[src/rtl/adc_result_port.sv]
module adc_result_port #(
  parameter int DATA_W = 12,
  parameter int CNT_W  = 8
) (
  input  logic              clk,
  input  logic              rst_n,
  input  logic              conv_busy,
  input  logic              cfg_ovr_overwrite,
  input  logic [1:0]        cfg_xfer_mode,
  input  logic [CNT_W-1:0]  cfg_xfer_len,
  input  logic              cfg_dma_load,
  input  logic              cfg_fwd_en,
  input  logic              ovr_irq_en,
  input  logic              eoc,
  input  logic [DATA_W-1:0] eoc_data,
  input  logic              cpu_rd,
  input  logic              dma_ack,
  input  logic              ovr_clr,
  output logic [DATA_W-1:0] data_out,
  output logic              data_rdy,
  output logic              dma_req,
  output logic              ovr_flag,
  output logic              ovr_irq,
  output logic              fwd_valid,
  output logic [DATA_W-1:0] fwd_data
);
  localparam logic [1:0] MODE_LIM = 2'b01;
  localparam logic [1:0] MODE_UNL = 2'b10;

  logic              act_ow, act_fwd;
  logic [1:0]        act_mode;
  logic [CNT_W-1:0]  act_len, xfer_cnt;
  logic              cfg_open, is_lim, is_unl, dma_on;
  logic              take, consume, overrun, load_data;

  assign cfg_open  = !conv_busy;
  assign is_lim    = act_mode == MODE_LIM;
  assign is_unl    = act_mode == MODE_UNL;
  assign dma_on    = is_lim || is_unl;
  assign dma_req   = data_rdy && (is_unl || (is_lim && xfer_cnt < act_len));
  assign take      = dma_ack && dma_req;
  assign consume   = cpu_rd || take;
  assign overrun   = eoc && data_rdy && !consume;
  assign load_data = eoc && (!overrun || act_ow);
  assign ovr_irq   = ovr_flag && ovr_irq_en;

  always_ff @(posedge clk or negedge rst_n) begin
    if (!rst_n) begin
      act_ow   <= 1'b0;
      act_fwd  <= 1'b0;
      act_mode <= 2'b00;
      act_len  <= '0;
    end else if (cfg_open) begin
      act_ow   <= cfg_ovr_overwrite;
      act_fwd  <= cfg_fwd_en;
      act_mode <= cfg_xfer_mode;
      act_len  <= cfg_xfer_len;
    end
  end

  always_ff @(posedge clk or negedge rst_n) begin
    if (!rst_n)                     xfer_cnt <= '0;
    else if (cfg_open && cfg_dma_load) xfer_cnt <= '0;
    else if (take && is_lim)        xfer_cnt <= xfer_cnt + 1'b1;
  end

  always_ff @(posedge clk or negedge rst_n) begin
    if (!rst_n) begin
      data_out <= '0;
      data_rdy <= 1'b0;
      ovr_flag <= 1'b0;
    end else begin
      if (load_data) data_out <= eoc_data;
      if (eoc)          data_rdy <= 1'b1;
      else if (consume) data_rdy <= 1'b0;
      if (overrun)      ovr_flag <= 1'b1;
      else if (ovr_clr) ovr_flag <= 1'b0;
    end
  end

  always_ff @(posedge clk or negedge rst_n) begin
    if (!rst_n) begin
      fwd_valid <= 1'b0;
      fwd_data  <= '0;
    end else begin
      fwd_valid <= eoc && act_fwd && !dma_on;
      if (eoc && act_fwd && !dma_on) fwd_data <= eoc_data;
    end
  end


  rdy_drop_chk: assert property (@(posedge clk) disable iff (!rst_n)
    $fell(data_rdy) |-> $past(cpu_rd || (dma_ack && dma_req)));

  ovr_rise_chk: assert property (@(posedge clk) disable iff (!rst_n)
    $rose(ovr_flag) |-> $past(eoc && data_rdy));

  keep_data_chk: assert property (@(posedge clk) disable iff (!rst_n)
    (overrun && !act_ow) |=> $stable(data_out));

  ovr_hold_chk: assert property (@(posedge clk) disable iff (!rst_n)
    $fell(ovr_flag) |-> $past(ovr_clr));

  unl_ovr_chk: assert property (@(posedge clk) disable iff (!rst_n)
    (is_unl && eoc && data_rdy && !dma_ack && !cpu_rd) |=> ovr_flag);
endmodule

[config.mk]
export PLATFORM = sky130hd
export DESIGN_NAME = adc_result_port
export DESIGN_NICKNAME = d
export VERILOG_FILES = /design/src/rtl/adc_result_port.sv
export SDC_FILE = /design/constraint.sdc
export NUM_CORES = 1
export LEC_CHECK = 0
export ABC_AREA = 0
export ABC_CLOCK_PERIOD_IN_PS = 2400
export CORE_MARGIN = 5
export CORE_UTILIZATION = 48
export CTS_CLUSTER_SIZE = 28
export DETAILED_ROUTE_END_ITERATION = 7
export PLACE_DENSITY_LB_ADDON = 0.1
export SYNTH_ARGS = -nofsm -noshare
export SYNTH_HDL_FRONTEND = slang
export SYNTH_SLANG_ARGS = --single-unit
[constraint.sdc]
create_clock -name clk -period 2.4 [get_ports clk]
set_input_delay 0.48 -clock clk [delete_from_list [all_inputs] [get_ports clk]]
set_output_delay 0.48 -clock clk [all_outputs]
set_load 0.02 [all_outputs]
==> results.md, run 1 <==
| Stage | Item | Reported |
|:---|:---|:---|
| yosys | Cell type with the largest total area after synthesis | sky130_fd_sc_hd__dfrtp_1 |
| timing | Clock Skews | 2.680 ps |
| yosys | Proportion of synthesized chip area in sequential cells | 0.5159 |
| worst setup path | Critical Path Slowest Stage Cell | sky130_fd_sc_hd__dfrtp_1 |
| timing | Setup repair after global routing missed its margin | yes |
| routing | Vias per Instance | 5.623 |
| placement | Placement Setup Slack | -191.1 ps |
| clock network | CTS hold repair buffers | 0 |
| timing | Final Critical Period | 2484 ps |
| final layout | # fillers | 375 |
| timing | Actual transition at the worst max-transition pin | 885.4 ps |
| yosys | Avg Synthesized Cell Area | 10.91 um^2 |
| worst setup path | Crit Path Category | register to primary output |
| clock network | Largest buffer count on any clock path | 2 |
| global route | Via count of the first global-routing pass | 2002 |
| worst setup path | Crit path arrival time | 2000 ps |
| worst setup path | Worst reg2reg path depth | 7 |
| power and ir drop | Clock group share of total power | 0.226 |
| worst setup path | Maximum fanout along the worst path | 2 |
| power and ir drop | Static Leak | 1.427 nW |
| yosys | Post-synth top area share | 0.5159 |
| global route | Antenna violations before repair | 0 |
| worst setup path | Crit path launch type | register |
| clock network | Clock Sink Count | 47 |
| routing | Detailed router's first-iteration violation count | 128 |
| yosys | Number of unique standard cell types used by synthesis | 29 |
| timing | Pins over their slew limit | 0 |
| placement | Half-perimeter wire length after placement | 4415 um |
| worst setup path | Buf+Inv Stages, Crit Path | 1 |
| routing | Number of detailed-routing iterations run before antenna repair | 4 |
| placement | Weighted congestion reported at the end of routability-driven placement | 0.8296 |
| global route | GRT Total Usage | 0.2012 |
| yosys | Leading post-synthesis cells by instance count | 47 x sky130_fd_sc_hd__dfrtp_1, 39 x sky130_fd_sc_hd__nand3_1, 24 x sky130_fd_sc_hd__mux2_2 |
| worst setup path | CP required | 1920 ps |
| clock network | TritonCTS clock tree | built |
| yosys | Total nets after synthesis | 252 |
| timing | Endpoints failing setup | 1 |
| floorplanning | Starting density of the core | 0.4891 |
| routing | Final wirelength | 5790 um |
| worst setup path | Worst reg2reg path endpoint | xfer_cnt[5] |
| timing | Max Freq | 402.5 MHz |
| final layout | # diodes | 0 |
| timing | Final Cycle Share | 1.035 |
| placement | Total of buffers placed on input and output ports | 61 |
| power and ir drop | Internal portion of total power | 1.607 mW |
| power and ir drop | Sequential power share | 0.433 |
| yosys | Dominant cell by count in the synthesized netlist | sky130_fd_sc_hd__dfrtp_1 |
| final layout | Area Growth Syn to Fin | 41.71% |
| global route | Pin count of the biggest net entering global routing | 26 |
| worst setup path | FF-to-FF Start | xfer_cnt[2] |
| yosys | Leading post-synthesis cells by cell area | sky130_fd_sc_hd__dfrtp_1 52%, sky130_fd_sc_hd__mux2_2 12%, sky130_fd_sc_hd__nand3_1 8.6%, sky130_fd_sc_hd__ha_1 5.5%, sky130_fd_sc_hd__a22oi_1 4.0% |
| yosys | Fraction of synthesis flops using an asynchronous set or reset pin | 1.000 |
| yosys | Syn. warnings | 0 |
| power and ir drop | Post-route total power | 2.339 mW |
| global route | First-pass GRT wire length | 9804 um |
| yosys | Count of flip-flops with a built-in enable after synthesis | 0 |
| worst setup path | Family of cells with the greatest summed delay on the critical path | simple AND/OR/NAND/NOR gates |
| final layout | Proportion of layout cells with a drive suffix above 1 | 0.2302 |
| worst setup path | Register-to-register path setup slack | 70 ps |
| power and ir drop | Net switching power of the design | 732.1 uW |
| yosys | Cell count after synthesis | 209 |
| final layout | Sequential cell area | 0.001176 mm^2 |
| clock network | Number of clock buffers inserted by TritonCTS | 5 |
| timing | Worst setup margin | -84.50 ps |
| yosys | Number of storage elements in the synthesis netlist | 47 |
| routing | Final antenna-violating net count | 0 |
| global route | Overflow left after global routing | 0 |
| final layout | Total area of multi-input combinational cells | 0.001046 mm^2 |
| routing | Via Count | 1940 |
| clock network | Insertion delay of the later-clocked pin in the worst-skew pair | 300 ps |
| yosys | Primary FF master, synth | sky130_fd_sc_hd__dfrtp_1 |
| worst setup path | Cell Chain, Critical Path | ha_4 > nand3b_1 > or3_4 > o211a_1 > and2_4 > buf_6 |
| floorplanning | Die Y | 78.92 um |
| yosys | Post-Synthesis Cell Area | 0.002280 mm^2 |
| routing | # DRC | 0 |
| power and ir drop | Proportion of power drawn by combinational gates | 0.341 |
| timing | Number of hold-slack violations in the final timing report | 0 |
| hold path | Min-delay worst type | input pin to asynchronous set/reset pin |
| final layout | Final core utilization | 0.6932 |
| outcome | Violations in the final reports | setup timing |
| floorplanning | Die Wd | 78.92 um |
| clock network | Root Driver | sky130_fd_sc_hd__clkbuf_8 |
| clock network | Level count of the clock H-tree | 2 |
| clock network | Worst-path clk slew | 80 ps |
| worst setup path | Worst Setup End Kind | primary output |
| floorplanning | Floorplan row count | 25 |
| power and ir drop | Power per Cell Area | 724.1 mW/mm^2 |
| routing | Per-cell routed wire length | 16.78 um |
| timing | Max-slew headroom | 0.4085 |
| floorplanning | Die area | 0.006228 mm^2 |
| final layout | Nets | 333 |
| power and ir drop | Maximum resistive drop on vdd | 0.5883 mV |
| floorplanning | Placeable core area | 0.004661 mm^2 |
| power and ir drop | Switching share of total power | 0.3129 |
| worst setup path | Worst stage delay on the critical path | 430 ps |
| outcome | Outcome | finished, violations left |
| floorplanning | Top-Level Pins | 62 |
| run | Max-cap violation count | 0 |
## power by group through the flow
stage                     Clock [mW]  Combinational, mW  Sequential, mW
after floorplan                    0              0.235            1.16
after global placement             0              0.781            1.02
after detailed placement           0              0.796            1.03
after CTS                      0.539              0.805            1.01
after global routing           0.576              0.857            1.03
final                          0.529              0.797            1.01
## layer usage
layer / track usage / routed length [um]
met4: 0.04467 / 87
met2: 0.3328 / 2998
met1: 0.2607 / 2335
met3: 0.06236 / 370
met5: 0 / 0
## per-stage QoR
step,instances,TNS (ps),hold slack (ps),area (um^2)
6_report,345,-84.50,174.5,3231
5_1_grt,345,-388.3,212.1,3231
4_1_cts,343,-77.25,194.9,3213
3_5_place_dp,335,-191.1,493.3,3088
3_3_place_gp,335,-155.7,486.3,3088
2_1_floorplan,209,0,184.4,2280
## worst max-delay path by stage
stage                      from  slack, ps  endpoint  cells after the start
global placement    xfer_cnt[7]       -160   dma_req                      6
detailed placement  xfer_cnt[6]       -190   dma_req                      6
floorplan           xfer_cnt[2]        260   dma_req                      5
global route        xfer_cnt[7]       -170   dma_req                      6
CTS                 xfer_cnt[6]        -80   dma_req                      6
finish              xfer_cnt[6]        -80   dma_req                      6
## cell type report
class	instances	area share
sequential	47	0.3641
clock inverter	1	0.002324
inverter	12	0.01394
timing repair buffer	84	0.2452
tap	54	0.02091
clock buffer	7	0.02982
multi-input combinational	140	0.3238
## registers in the layout, summed over array words and instances (netlist names)
register,count
xfer_cnt,8
data_rdy,1
fwd_valid,1
data_out,12
fwd_data,12
act_ow,1
act_mode,2
act_len,8
ovr_flag,1
act_fwd,1
## cells in the final DEF, fill, tap and decap left out
master / synthesis / layout
sky130_fd_sc_hd__clkdlybuf4s50_1: 0 / 59
sky130_fd_sc_hd__dfrtp_1: 47 / 47
sky130_fd_sc_hd__nand3_1: 39 / 39
sky130_fd_sc_hd__mux2_2: 24 / 24
sky130_fd_sc_hd__buf_4: 0 / 22
sky130_fd_sc_hd__inv_1: 12 / 12
sky130_fd_sc_hd__a22oi_1: 12 / 12
sky130_fd_sc_hd__a21oi_1: 10 / 10
sky130_fd_sc_hd__ha_1: 10 / 8
sky130_fd_sc_hd__clkbuf_8: 0 / 7
sky130_fd_sc_hd__o21ai_0: 6 / 6
sky130_fd_sc_hd__nand2_1: 5 / 5
sky130_fd_sc_hd__or3_1: 6 / 5
sky130_fd_sc_hd__nand4_1: 3 / 3
sky130_fd_sc_hd__and2_1: 3 / 2
sky130_fd_sc_hd__nand2b_1: 2 / 2
sky130_fd_sc_hd__nor2_1: 2 / 2
sky130_fd_sc_hd__or2_2: 2 / 2
sky130_fd_sc_hd__and3_1: 2 / 2
sky130_fd_sc_hd__nor2b_1: 2 / 2
sky130_fd_sc_hd__o31ai_1: 3 / 2
sky130_fd_sc_hd__or4_1: 2 / 2
sky130_fd_sc_hd__a211o_1: 1 / 1
sky130_fd_sc_hd__a31oi_2: 1 / 1
sky130_fd_sc_hd__nand3b_1: 1 / 1
sky130_fd_sc_hd__or3_4: 0 / 1
sky130_fd_sc_hd__a31o_2: 1 / 1
sky130_fd_sc_hd__o211a_1: 1 / 1
sky130_fd_sc_hd__and2_4: 0 / 1
sky130_fd_sc_hd__o211ai_2: 1 / 1
sky130_fd_sc_hd__o31ai_2: 0 / 1
sky130_fd_sc_hd__a22o_1: 1 / 1
sky130_fd_sc_hd__ha_4: 0 / 1
sky130_fd_sc_hd__ha_2: 0 / 1
sky130_fd_sc_hd__clkinvlp_4: 0 / 1
sky130_fd_sc_hd__buf_2: 2 / 1
sky130_fd_sc_hd__buf_6: 0 / 1
sky130_fd_sc_hd__buf_12: 0 / 1
## cell families (layout without fill, tap and decap cells)
logic type      count (synthesis)  in the layout  share of synthesized area
compound gates                 37             37                     0.1114
buf+inv                        22            104                    0.03732
flops                          47             47                     0.5159
mux                            24             24                     0.1186
fa+ha+maj                      10             10                    0.05488
simple gates                   69             69                     0.1619
## what timing repair did
item	4_1_cts	5_1_grt
resized for setup	9	1
endpoints found under the setup margin	1	6
setup buffers	0	2
pin swaps	4	3
No activity file was read; power rests on OpenSTA's default activity.
==> run 2, diff against run 1 <==
--- a/config.mk
+++ b/config.mk
@@ -12,6 +12,7 @@
 export CTS_CLUSTER_SIZE = 28
 export DETAILED_ROUTE_END_ITERATION = 7
 export PLACE_DENSITY_LB_ADDON = 0.1
+export SLEW_MARGIN = 30
 export SYNTH_ARGS = -nofsm -noshare
 export SYNTH_HDL_FRONTEND = slang
 export SYNTH_SLANG_ARGS = --single-unit
==> results of run 2 <==
No change in the layout: final DEF, timing and power equal those of run 1.
==> run 3, diff against run 2 <==
--- a/config.mk
+++ b/config.mk
@@ -7,6 +7,7 @@
 export LEC_CHECK = 0
 export ABC_AREA = 0
 export ABC_CLOCK_PERIOD_IN_PS = 2400
+export CAP_MARGIN = 20
 export CORE_MARGIN = 5
 export CORE_UTILIZATION = 48
 export CTS_CLUSTER_SIZE = 28
==> results of run 3 <==
No change in the layout: final DEF, timing and power equal those of run 1.
